## src/rtl/tmr_pkg.sv

```systemverilog
`timescale 1ns/1ps
package tmr_pkg;
    typedef enum logic [1:0] {
        ST_OFF,
        ST_INTCLK,
        ST_EXT_SYNC,
        ST_EXT_ASYNC
    } run_state_e;

    localparam int ADDR_W = 3;
    localparam logic [ADDR_W-1:0] ADDR_CTRL   = 3'd0;
    localparam logic [ADDR_W-1:0] ADDR_CNT_LO = 3'd1;
    localparam logic [ADDR_W-1:0] ADDR_CMP_LO = 3'd3;
    localparam logic [ADDR_W-1:0] ADDR_MODE   = 3'd5;
    localparam logic [ADDR_W-1:0] ADDR_FLAG   = 3'd6;

    localparam int CTRL_EN_BIT    = 0;
    localparam int CTRL_SRC_BIT   = 1;
    localparam int CTRL_ASYNC_BIT = 2;
    localparam int CTRL_PS_LSB    = 4;
    localparam logic [7:0] CTRL_MASK = 8'h3F;

    localparam int MODE_W = 4;
    localparam logic [MODE_W-1:0] MODE_EVENT = 4'b1011;
endpackage

```

## src/rtl/tmr_ctrl.sv

```systemverilog
`timescale 1ns/1ps
module tmr_ctrl
    import tmr_pkg::*;
#(
    parameter int BUS_W = 8
) (
    input  logic             clk,
    input  logic             rst_n,
    input  logic             ctrl_we,
    input  logic [BUS_W-1:0] wdata,
    output logic [BUS_W-1:0] ctrl_q,
    output run_state_e       state_q
);
    logic [BUS_W-1:0] ctrl_d;
    run_state_e       state_d;

    always_comb begin
        ctrl_d = ctrl_we ? (wdata & BUS_W'(CTRL_MASK)) : ctrl_q;
    end

    // next run state follows the value the control register takes
    always_comb begin
        unique case ({ctrl_d[CTRL_EN_BIT], ctrl_d[CTRL_SRC_BIT], ctrl_d[CTRL_ASYNC_BIT]})
            3'b100, 3'b101: state_d = ST_INTCLK;
            3'b110:         state_d = ST_EXT_SYNC;
            3'b111:         state_d = ST_EXT_ASYNC;
            default:        state_d = ST_OFF;
        endcase
    end

    always_ff @(posedge clk or negedge rst_n) begin
        if (!rst_n) begin
            ctrl_q <= '0;
        end else begin
            ctrl_q <= ctrl_d;
        end
    end

    always_ff @(posedge clk or negedge rst_n) begin
        if (!rst_n) begin
            state_q <= ST_OFF;
        end else begin
            state_q <= state_d;
        end
    end
endmodule

```

## src/rtl/tmr_tick.sv

```systemverilog
`timescale 1ns/1ps
module tmr_tick
    import tmr_pkg::*;
#(
    parameter int PS_W   = 2,
    parameter int SYNC_N = 2
) (
    input  logic            clk,
    input  logic            rst_n,
    input  logic            cnt_in,
    input  run_state_e      state_q,
    input  logic [PS_W-1:0] ps_sel,
    input  logic            pre_clr,
    output logic            tick
);
    localparam int PRE_W = (1 << PS_W) - 1;

    logic [SYNC_N:0]  sync_q;
    logic             ext_edge;
    logic             event_ok;
    logic [PRE_W-1:0] pre_q;
    logic [PRE_W-1:0] pre_lim;

    always_ff @(posedge clk or negedge rst_n) begin
        if (!rst_n) begin
            sync_q <= '0;
        end else begin
            sync_q <= {sync_q[SYNC_N-1:0], cnt_in};
        end
    end

    assign ext_edge = sync_q[SYNC_N-1] & ~sync_q[SYNC_N];

    always_comb begin
        unique case (state_q)
            ST_OFF:       event_ok = 1'b0;
            ST_INTCLK:    event_ok = 1'b1;
            ST_EXT_SYNC:  event_ok = ext_edge;
            ST_EXT_ASYNC: event_ok = ext_edge;
        endcase
    end

    always_comb begin
        for (int i = 0; i < PRE_W; i++) begin
            pre_lim[i] = (i < int'(ps_sel));
        end
    end

    assign tick = event_ok && (pre_q == pre_lim);

    always_ff @(posedge clk or negedge rst_n) begin
        if (!rst_n) begin
            pre_q <= '0;
        end else if (pre_clr) begin
            pre_q <= '0;
        end else if (event_ok) begin
            pre_q <= tick ? '0 : pre_q + 1'b1;
        end
    end
endmodule

```

## src/rtl/tmr_core.sv

```systemverilog
`timescale 1ns/1ps
module tmr_core
    import tmr_pkg::*;
#(
    parameter int BUS_W  = 8,
    parameter int NBYTES = 2
) (
    input  logic                    clk,
    input  logic                    rst_n,
    input  logic                    tick,
    input  run_state_e              state_q,
    input  logic                    bus_wr,
    input  logic [ADDR_W-1:0]       bus_addr,
    input  logic [BUS_W-1:0]        bus_wdata,
    output logic [NBYTES*BUS_W-1:0] cnt_q,
    output logic [NBYTES*BUS_W-1:0] cmp_q,
    output logic [MODE_W-1:0]       mode_q,
    output logic                    flag_q,
    output logic                    trig_q,
    output logic                    cnt_wr
);
    localparam int CNT_W = NBYTES * BUS_W;

    logic [NBYTES-1:0] cnt_we;
    logic [NBYTES-1:0] cmp_we;
    logic [CNT_W-1:0]  cnt_inc;
    logic [CNT_W-1:0]  cnt_nxt;
    logic              match;
    logic              wrap;
    logic              inc_apply;

    for (genvar b = 0; b < NBYTES; b++) begin : g_we
        assign cnt_we[b] = bus_wr && (bus_addr == ADDR_W'(ADDR_CNT_LO + b));
        assign cmp_we[b] = bus_wr && (bus_addr == ADDR_W'(ADDR_CMP_LO + b));
    end

    assign cnt_wr    = |cnt_we;
    assign inc_apply = tick && !cnt_wr;
    assign cnt_inc   = cnt_q + CNT_W'(1);
    assign wrap      = tick && (cnt_q == {CNT_W{1'b1}});
    assign match     = tick && (mode_q == MODE_EVENT)
                       && (state_q != ST_EXT_ASYNC) && (cnt_inc == cmp_q);
    assign cnt_nxt   = match ? '0 : cnt_inc;

    // counter bytes carry no reset
    always_ff @(posedge clk) begin
        for (int b = 0; b < NBYTES; b++) begin
            if (cnt_we[b]) begin
                cnt_q[b*BUS_W +: BUS_W] <= bus_wdata;
            end else if (inc_apply) begin
                cnt_q[b*BUS_W +: BUS_W] <= cnt_nxt[b*BUS_W +: BUS_W];
            end
        end
    end

    always_ff @(posedge clk or negedge rst_n) begin
        if (!rst_n) begin
            cmp_q  <= '0;
            mode_q <= '0;
        end else begin
            for (int b = 0; b < NBYTES; b++) begin
                if (cmp_we[b]) begin
                    cmp_q[b*BUS_W +: BUS_W] <= bus_wdata;
                end
            end
            if (bus_wr && bus_addr == ADDR_MODE) begin
                mode_q <= bus_wdata[MODE_W-1:0];
            end
        end
    end

    always_ff @(posedge clk or negedge rst_n) begin
        if (!rst_n) begin
            flag_q <= 1'b0;
            trig_q <= 1'b0;
        end else begin
            trig_q <= match;
            if (wrap && !cnt_wr) begin
                flag_q <= 1'b1;
            end else if (bus_wr && bus_addr == ADDR_FLAG) begin
                flag_q <= bus_wdata[0];
            end
        end
    end
endmodule

```

## src/rtl/tmr_cmp_top.sv

```systemverilog
`timescale 1ns/1ps
module tmr_cmp_top
    import tmr_pkg::*;
#(
    parameter int BUS_W  = 8,
    parameter int NBYTES = 2,
    parameter int PS_W   = 2
) (
    input  logic             clk,
    input  logic             rst_n,
    input  logic             bus_wr,
    input  logic [2:0]       bus_addr,
    input  logic [BUS_W-1:0] bus_wdata,
    output logic [BUS_W-1:0] bus_rdata,
    input  logic             cnt_in,
    output logic             ovf_flag,
    output logic             trig_pulse
);
    localparam int CNT_W = NBYTES * BUS_W;

    logic [BUS_W-1:0]  ctrl_val;
    run_state_e        run_state;
    logic              tick;
    logic              cnt_wr;
    logic [CNT_W-1:0]  cnt_val;
    logic [CNT_W-1:0]  cmp_val;
    logic [MODE_W-1:0] mode_val;

    tmr_ctrl #(.BUS_W(BUS_W)) u_ctrl (
        .clk     (clk),
        .rst_n   (rst_n),
        .ctrl_we (bus_wr && bus_addr == ADDR_CTRL),
        .wdata   (bus_wdata),
        .ctrl_q  (ctrl_val),
        .state_q (run_state)
    );

    tmr_tick #(.PS_W(PS_W)) u_tick (
        .clk     (clk),
        .rst_n   (rst_n),
        .cnt_in  (cnt_in),
        .state_q (run_state),
        .ps_sel  (ctrl_val[CTRL_PS_LSB +: PS_W]),
        .pre_clr (cnt_wr),
        .tick    (tick)
    );

    tmr_core #(.BUS_W(BUS_W), .NBYTES(NBYTES)) u_core (
        .clk       (clk),
        .rst_n     (rst_n),
        .tick      (tick),
        .state_q   (run_state),
        .bus_wr    (bus_wr),
        .bus_addr  (bus_addr),
        .bus_wdata (bus_wdata),
        .cnt_q     (cnt_val),
        .cmp_q     (cmp_val),
        .mode_q    (mode_val),
        .flag_q    (ovf_flag),
        .trig_q    (trig_pulse),
        .cnt_wr    (cnt_wr)
    );

    always_comb begin
        bus_rdata = '0;
        if (bus_addr == ADDR_CTRL) begin
            bus_rdata = ctrl_val;
        end
        for (int b = 0; b < NBYTES; b++) begin
            if (bus_addr == ADDR_W'(ADDR_CNT_LO + b)) bus_rdata = cnt_val[b*BUS_W +: BUS_W];
            if (bus_addr == ADDR_W'(ADDR_CMP_LO + b)) bus_rdata = cmp_val[b*BUS_W +: BUS_W];
        end
        if (bus_addr == ADDR_MODE) begin
            bus_rdata = BUS_W'(mode_val);
        end
        if (bus_addr == ADDR_FLAG) begin
            bus_rdata = BUS_W'(ovf_flag);
        end
    end
endmodule

```

## config.mk

```make
export PLATFORM = sky130hd
export DESIGN_NAME = tmr_cmp_top
export DESIGN_NICKNAME = d
export VERILOG_FILES = /design/src/rtl/tmr_pkg.sv /design/src/rtl/tmr_ctrl.sv /design/src/rtl/tmr_tick.sv /design/src/rtl/tmr_core.sv /design/src/rtl/tmr_cmp_top.sv
export SDC_FILE = /design/constraint.sdc
export NUM_CORES = 1
export LEC_CHECK = 0
export BUFFER_PORTS_ARGS = -buffer_cell sky130_fd_sc_hd__buf_2
export CAP_MARGIN = 20
export CORE_UTILIZATION = 60
export CTS_CLUSTER_SIZE = 30
export DETAILED_ROUTE_END_ITERATION = 8
export HOLD_SLACK_MARGIN = 0.08
export PLACE_DENSITY = 0.84
export SYNTH_ARGS = -nofsm -noshare
export SYNTH_HDL_FRONTEND = slang
export SYNTH_SLANG_ARGS = --single-unit
```

## constraint.sdc

```tcl
create_clock -name clk -period 3.7 [get_ports clk]
set_clock_uncertainty 0.15 [all_clocks]
set_input_delay 0.555 -clock clk [delete_from_list [all_inputs] [get_ports clk]]
set_output_delay 0.555 -clock clk [all_outputs]
set_load 0.005 [all_outputs]
```

Word level (Yosys, flattened, before mapping):

Cells that the tools add are included.

* register bits: 52
* latch bits: 0
* bits in writable memories: 0
* memory bits (read-only): 0
* input port bits: 15
* output and inout port bits: 10
* word-level logic and storage cells: 81
* memories: 0

* add/subtract/negate cells: 2
* multiply operators: 0
* div/mod/pow operators: 0
* magnitude comparators: 3
* equality and inequality tests: 18
* shift-type cells: 0
* multiplexer cells: 20
* bitwise logic cells: 2
* reduce and logical (&&, ||, !) cells: 24

Operators with widths (count)
* $mux 8: 10
* $eq 3x3->1 const B: 7
* $add 16x1->16 const B: 1
* $eq 16x16->1: 1
* $eq 16x16->1 const B: 1
* $mux 16: 1
* $logic_and 1x1->1: 14
* $mux 3: 4
* $reduce_bool 2->1: 4
* $eq 3x2->1 const B: 2
* $mux 6: 1
* $pmux 2 s3: 1
* $reduce_or 2->1: 3
* $eq 2x2->1 const B: 2
* $eq 4x4->1 const B: 1
* $lt 1x2->1 const A: 2
* $add 3x1->3 const B: 1
* $eq 3x1->1 const B: 1
* $eq 3x3->1: 1
* $logic_not 3->1: 1
* $pmux 1 s3: 1
* $eq 2x1->1 const B: 1
* $logic_not 2->1: 1
* $lt 2x2->1 const A: 1
* 5 further kinds: 6

Depth between registers and ports, before layout:

* depth in word-level cells: 10
* mapped depth: 8
* depth with buffers taken out: 7

Hierarchy:

Synthesis repeated with hierarchy kept, for this count alone.

* cells, all modules: 323
* area total of the unflattened synthesis: 3419.5 um2

By module, submodules not included
* tmr_core: times used 1, cells each 208, area each 2334.7 um2, seq. area each 1031.0 um2
* tmr_cmp_top: times used 1, cells each 64, area each 450.4 um2, seq. area each 0.0 um2
* tmr_ctrl: times used 1, cells each 22, area each 320.3 um2, seq. area each 200.2 um2
* tmr_tick: times used 1, cells each 29, area each 314.1 um2, seq. area each 150.1 um2

Worst setup path before layout:

OpenSTA, ideal clock, no wires.

* kind: register -> register
* start point: register u_core.cnt_q[0]
* end point: register u_core.cnt_q[10], data pin
* setup time: 0.283 ns
* arrival: 2.222 ns
* required time: 3.267 ns
* setup slack: 1.046 ns
* stages on the path, launching flop included: 9
* path buffers: 1
* cells stage by stage: edfxtp_1 > ha_1 > nand3_1 > or4_1 > a211oi_2 > nand4_1 > nor4_4 > buf_6 > o31ai_1

* longest elaborated chain between the ends: 6

Ends and longest elaborated chain
* start, declared: RTL line tmr_core.sv:15 `output logic [NBYTES*BUS_W-1:0] cnt_q,`
* start signal, assigned by index: RTL line tmr_core.sv:49 `cnt_q[b*BUS_W +: BUS_W] <= bus_wdata;`
* start signal, assigned by index: RTL line tmr_core.sv:51 `cnt_q[b*BUS_W +: BUS_W] <= cnt_nxt[b*BUS_W +: BUS_W];`
* $add 16x1->16: RTL line tmr_core.sv:39 `assign cnt_inc = cnt_q + CNT_W'(1);`
* $eq 16x16->1: RTL line tmr_core.sv:42 `&& (state_q != ST_EXT_ASYNC) && (cnt_inc == cmp_q);`
* $logic_and 1x1->1: RTL line tmr_core.sv:42
* net u_core.match: RTL line tmr_core.sv:28 `logic match;`
* $mux 16: RTL line tmr_core.sv:43 `assign cnt_nxt = match ? '0 : cnt_inc;`
* $mux 8: RTL line tmr_core.sv:50 `end else if (inc_apply) begin`
* $mux 8: RTL line tmr_core.sv:48 `if (cnt_we[b]) begin`

The timed path passes the listed nets, and every way through them passes these cells. The select of a mux whose other input is x is not followed.
A chain may end at the register's enable or synchronous reset.

Worst setup path after layout:

* start point: register u_core.cnt_q[0]
* end point: register u_core.cnt_q[15], data pin

* longest elaborated chain between the ends: 6

Ends and longest elaborated chain (RTL line)
* $add 16x1->16 (*): tmr_core.sv:39
* $eq 16x16->1: tmr_core.sv:42
* $logic_and 1x1->1: tmr_core.sv:42
* $mux 16 (*): tmr_core.sv:43
* $mux 8 (*): tmr_core.sv:50
* $mux 8 (*): tmr_core.sv:48

Every way passes the cells marked *; elsewhere a longest branch is shown, timed or not. The select of a mux whose other input is x is not followed.

==> key figures <==
Clocking
  • Post-CTS Setup Inserts: 0
  • Clock tree from TritonCTS: built
  • Post_cts resized: 0
  • Max clock buf depth: 2
  • Hold_buf cts: 0
  • Root Driver: clkbuf_8
  • Skew-Pair Late Insertion Delay: approximately 320 ps
  • CTS buffer count: 5
  • Clk slew on worst S/H paths: ~100 ps
  • Depth of the CTS H-tree: 2
  • Clock Sinks: 52

Yosys
  • Synth Cell Area: about 0.0033 mm^2
  • Xor and xnor area share after synthesis: between 10 and 15%
  • Syn nets: 332
  • Syn Inst Count: 315
  • Compound-Gate Fraction of Synth Area: 11.21%
  • Largest cells by area after synthesis: dfrtp_1 27%, edfxtp_1 14%, mux2_2 12%
  • Synth area leader: dfrtp_1
  • Synth Warn #: 0
  • Largest family of logic cells by synthesized area: simple AND/OR/NAND/NOR gates
  • Top-area cell type share of the netlist area: 27.18%
  • FFs w/ async S/R, synth: roughly 69%
  • Post-Synth Simple-Gate Area: 17.63%
  • Flops & latches, synth: 52
  • Sequential share of the synthesized area: 41.68%
  • EDFF count, synth: 16
  • Adder-cell share of the synthesized area: less than 1%
  • Most used DFF post-synth: dfrtp_1
  • Fraction of synthesized area in multiplexers: between 10% and 20%
  • Syn Area/Cell: roughly 11 um^2
  • Synth cell types: 53

Run status
  • Status: complete, no violations

Setup path
  • Critical Path RT: 3610 ps
  • Worst-path maximum fanout: 17
  • Startpoint types: flop
  • CP Class: flop to flop
  • R2R setup slack: 850 ps
  • CP endpoint kind: flop
  • Worst path arrival time: 2760 ps

STA
  • Setup TNS: 0 ps
  • Max-slew violations: 0
  • Final hold vios: 0
  • Fmax: 350.8 MHz
  • Final period utilization: 77.05%
  • Tmin final: 2851 ps
  • Worst-margin pin slew: 829.0 ps
  • RSZ-0062 raised after global routing: no
  • Worst slew margin: 44.73%
  • Final setup violation count: 0

Die
  • Die X: ~76 um
  • I/O Pins: 25
  • Die span in y: 76.33 um
  • Initial Utilization: 63.68%
  • Die ar.: ~0.0058 mm^2
  • Core area: 0.005205 mm^2
  • FP Rows: 26

Power and ir drop
  • IR drop worst, VDD: 0.0002636 V
  • Leakage: 1.397 nW
  • Pwr dens: 472.3 mW/mm^2

Route
  • 1st-iter DRT viols: 180
  • DRC violations left: 0
  • DRT Wirelength: ~7500 um
  • Routed Antenna Nets: 0
  • Pre-Repair DR Iteration Count: 5
  • Avg WL per Cell: roughly 19 um
  • Routed vias: 2530
  • Vias per std cell: approximately 6.3

Placed design
  • Number of port buffers: 24
  • Dpl hpwl: 5462 um
  • GP Congestion: 0.9225

Global routing
  • Largest net degree at the start of global routing: 37
  • Global-route wire length before repair: ~12000 um
  • Total Routing Usage GR: 27.90%
  • Total gr overflow: 0
  • Vias in the first global route: between 2000 and 2500
  • Initial antenna violation count: 0

Min path
  • Min-Delay Path Class: input pin to asynchronous set/reset pin

Flow run
  • Max Cap Violations: 0

Final layout
  • Inserted Diodes: 0
  • Final core utilization: 68.61%
  • Final #Nets: 348
  • Layout area overhead: 7.739%
  • Layout cells sized above 1: 25.00%
## state kept, by name (all words and copies together), names as in the netlist
| register | flops |
|---|---|
| u_core.cmp_q | 16 |
| u_core.cnt_q | 16 |
| u_ctrl.ctrl_q | 6 |
| u_core.mode_q | 4 |
| u_tick.pre_q | 3 |
| u_tick.sync_q | 3 |
| u_ctrl.state_q | 2 |
| u_core.flag_q | 1 |
| u_core.trig_q | 1 |
## worst max-delay path, cell delays in order (launching register included)
cell      delay (ps)
edfxtp_1         490
ha_1             280
nand3_1          220
or4_1            550
a211oi_2         190
nand4_1          170
nor4_4           160
buf_4            280
o31ai_1          110
## through the flow
| step | hold slack (ps) | cell area, um^2 | std cells | setup WS, ps | total power [mW] |
|---|---|---|---|---|---|
| after floorplan | 109.4 | 3314 | 315 | 1046 | 1.211 |
| after global placement | 183.1 | 3476 | 394 | 1019 | 1.329 |
| after detailed placement | 184.7 | 3476 | 394 | 894.1 | 1.349 |
| after CTS | 175.8 | 3571 | 402 | 881.4 | 1.690 |
| after global routing | 174.6 | 3571 | 402 | 643.1 | 1.781 |
| final | 177.8 | 3571 | 402 | 849.1 | 1.686 |
## cells in the mapped netlist (2+ instances only)
cell / instances
a21o_1: 3
o21ai_0: 10
nand3_1: 12
o21ai_1: 2
dfrtp_1: 36
o221ai_1: 3
nand4_2: 2
nor2b_1: 3
inv_1: 8
ha_1: 2
mux2_2: 34
xor2_1: 6
mux4_2: 2
clkbuf_2: 2
nor4_4: 2
a21oi_1: 5
a22oi_1: 2
nand2_1: 34
mux2i_1: 4
nor4_2: 2
xnor2_1: 20
nor2_1: 21
nand4_1: 6
nand2b_1: 7
edfxtp_1: 16
buf_2: 4
clkbuf_1: 11
xnor3_1: 5
or3_1: 2
o31ai_1: 16
nor3_1: 11
## logic make-up (layout without fill, tap and decap cells)
family | after synthesis | count (layout)
simple gates | 108 | 108
compound gates | 53 | 53
flops | 52 | 52
mux | 40 | 40
xor+xnor | 32 | 32
buf+inv | 28 | 45
fa+ha+maj | 2 | 2
## report_power, final
part | leakage, nW | switching [mW] | internal [mW]
clock | 0.0487 | 0.203 | 0.138
sequential | 0.585 | 0.143 | 0.717
combinational | 0.763 | 0.223 | 0.262
total | 1.40 | 0.569 | 1.12
## layout make-up
| cell class | instances | area [um^2] |
|---|---|---|
| clock buffer | 5 | 68.82 |
| clock inverter | 3 | 26.28 |
| fill | 408 | 1634 |
| inverter | 9 | 33.78 |
| multi-input combinational | 235 | 1823 |
| sequential | 52 | 1381 |
| tap | 70 | 87.58 |
| timing repair buffer | 28 | 150.1 |
## routing by layer
metal	up-vias	part of all wire, %	global-route usage, %
met3	10	7.2	3.952
met1	1229	43	38.10
li1	1182	-	-
met4	0	1.4	8.462
met2	109	49	46.22
met5	-	0	0
## cells in the final DEF (no fill, tap or decap), types with 3 or more instances in the layout
master    instances
dfrtp_1          36
nand2_1          34
mux2_2           34
buf_2            24
nor2_1           21
xnor2_1          20
o31ai_1          16
edfxtp_1         16
nand3_1          12
o21ai_0          10
nor3_1            9
inv_1             8
nand2b_1          7
nand4_1           6
xor2_1            6
xnor3_1           5
a21oi_1           5
clkbuf_8          5
mux2i_1           4
buf_4             4
nor2b_1           3
o221ai_1          3
a21o_1            3
## final timing paths
path	endpoint	depth (start not counted)	start
min	u_core.cmp_q[2]	1	rst_n
min in group clk	u_tick.sync_q[0]	1	cnt_in
min reg2reg	u_tick.sync_q[1]	0	u_tick.sync_q[0]
max	u_core.cnt_q[15]	8	u_core.cnt_q[0]
max reg2reg	u_core.cnt_q[15]	8	u_core.cnt_q[0]
max in group asynchronous	u_core.cmp_q[3]	1	rst_n
No activity file was read; power rests on OpenSTA's default activity.
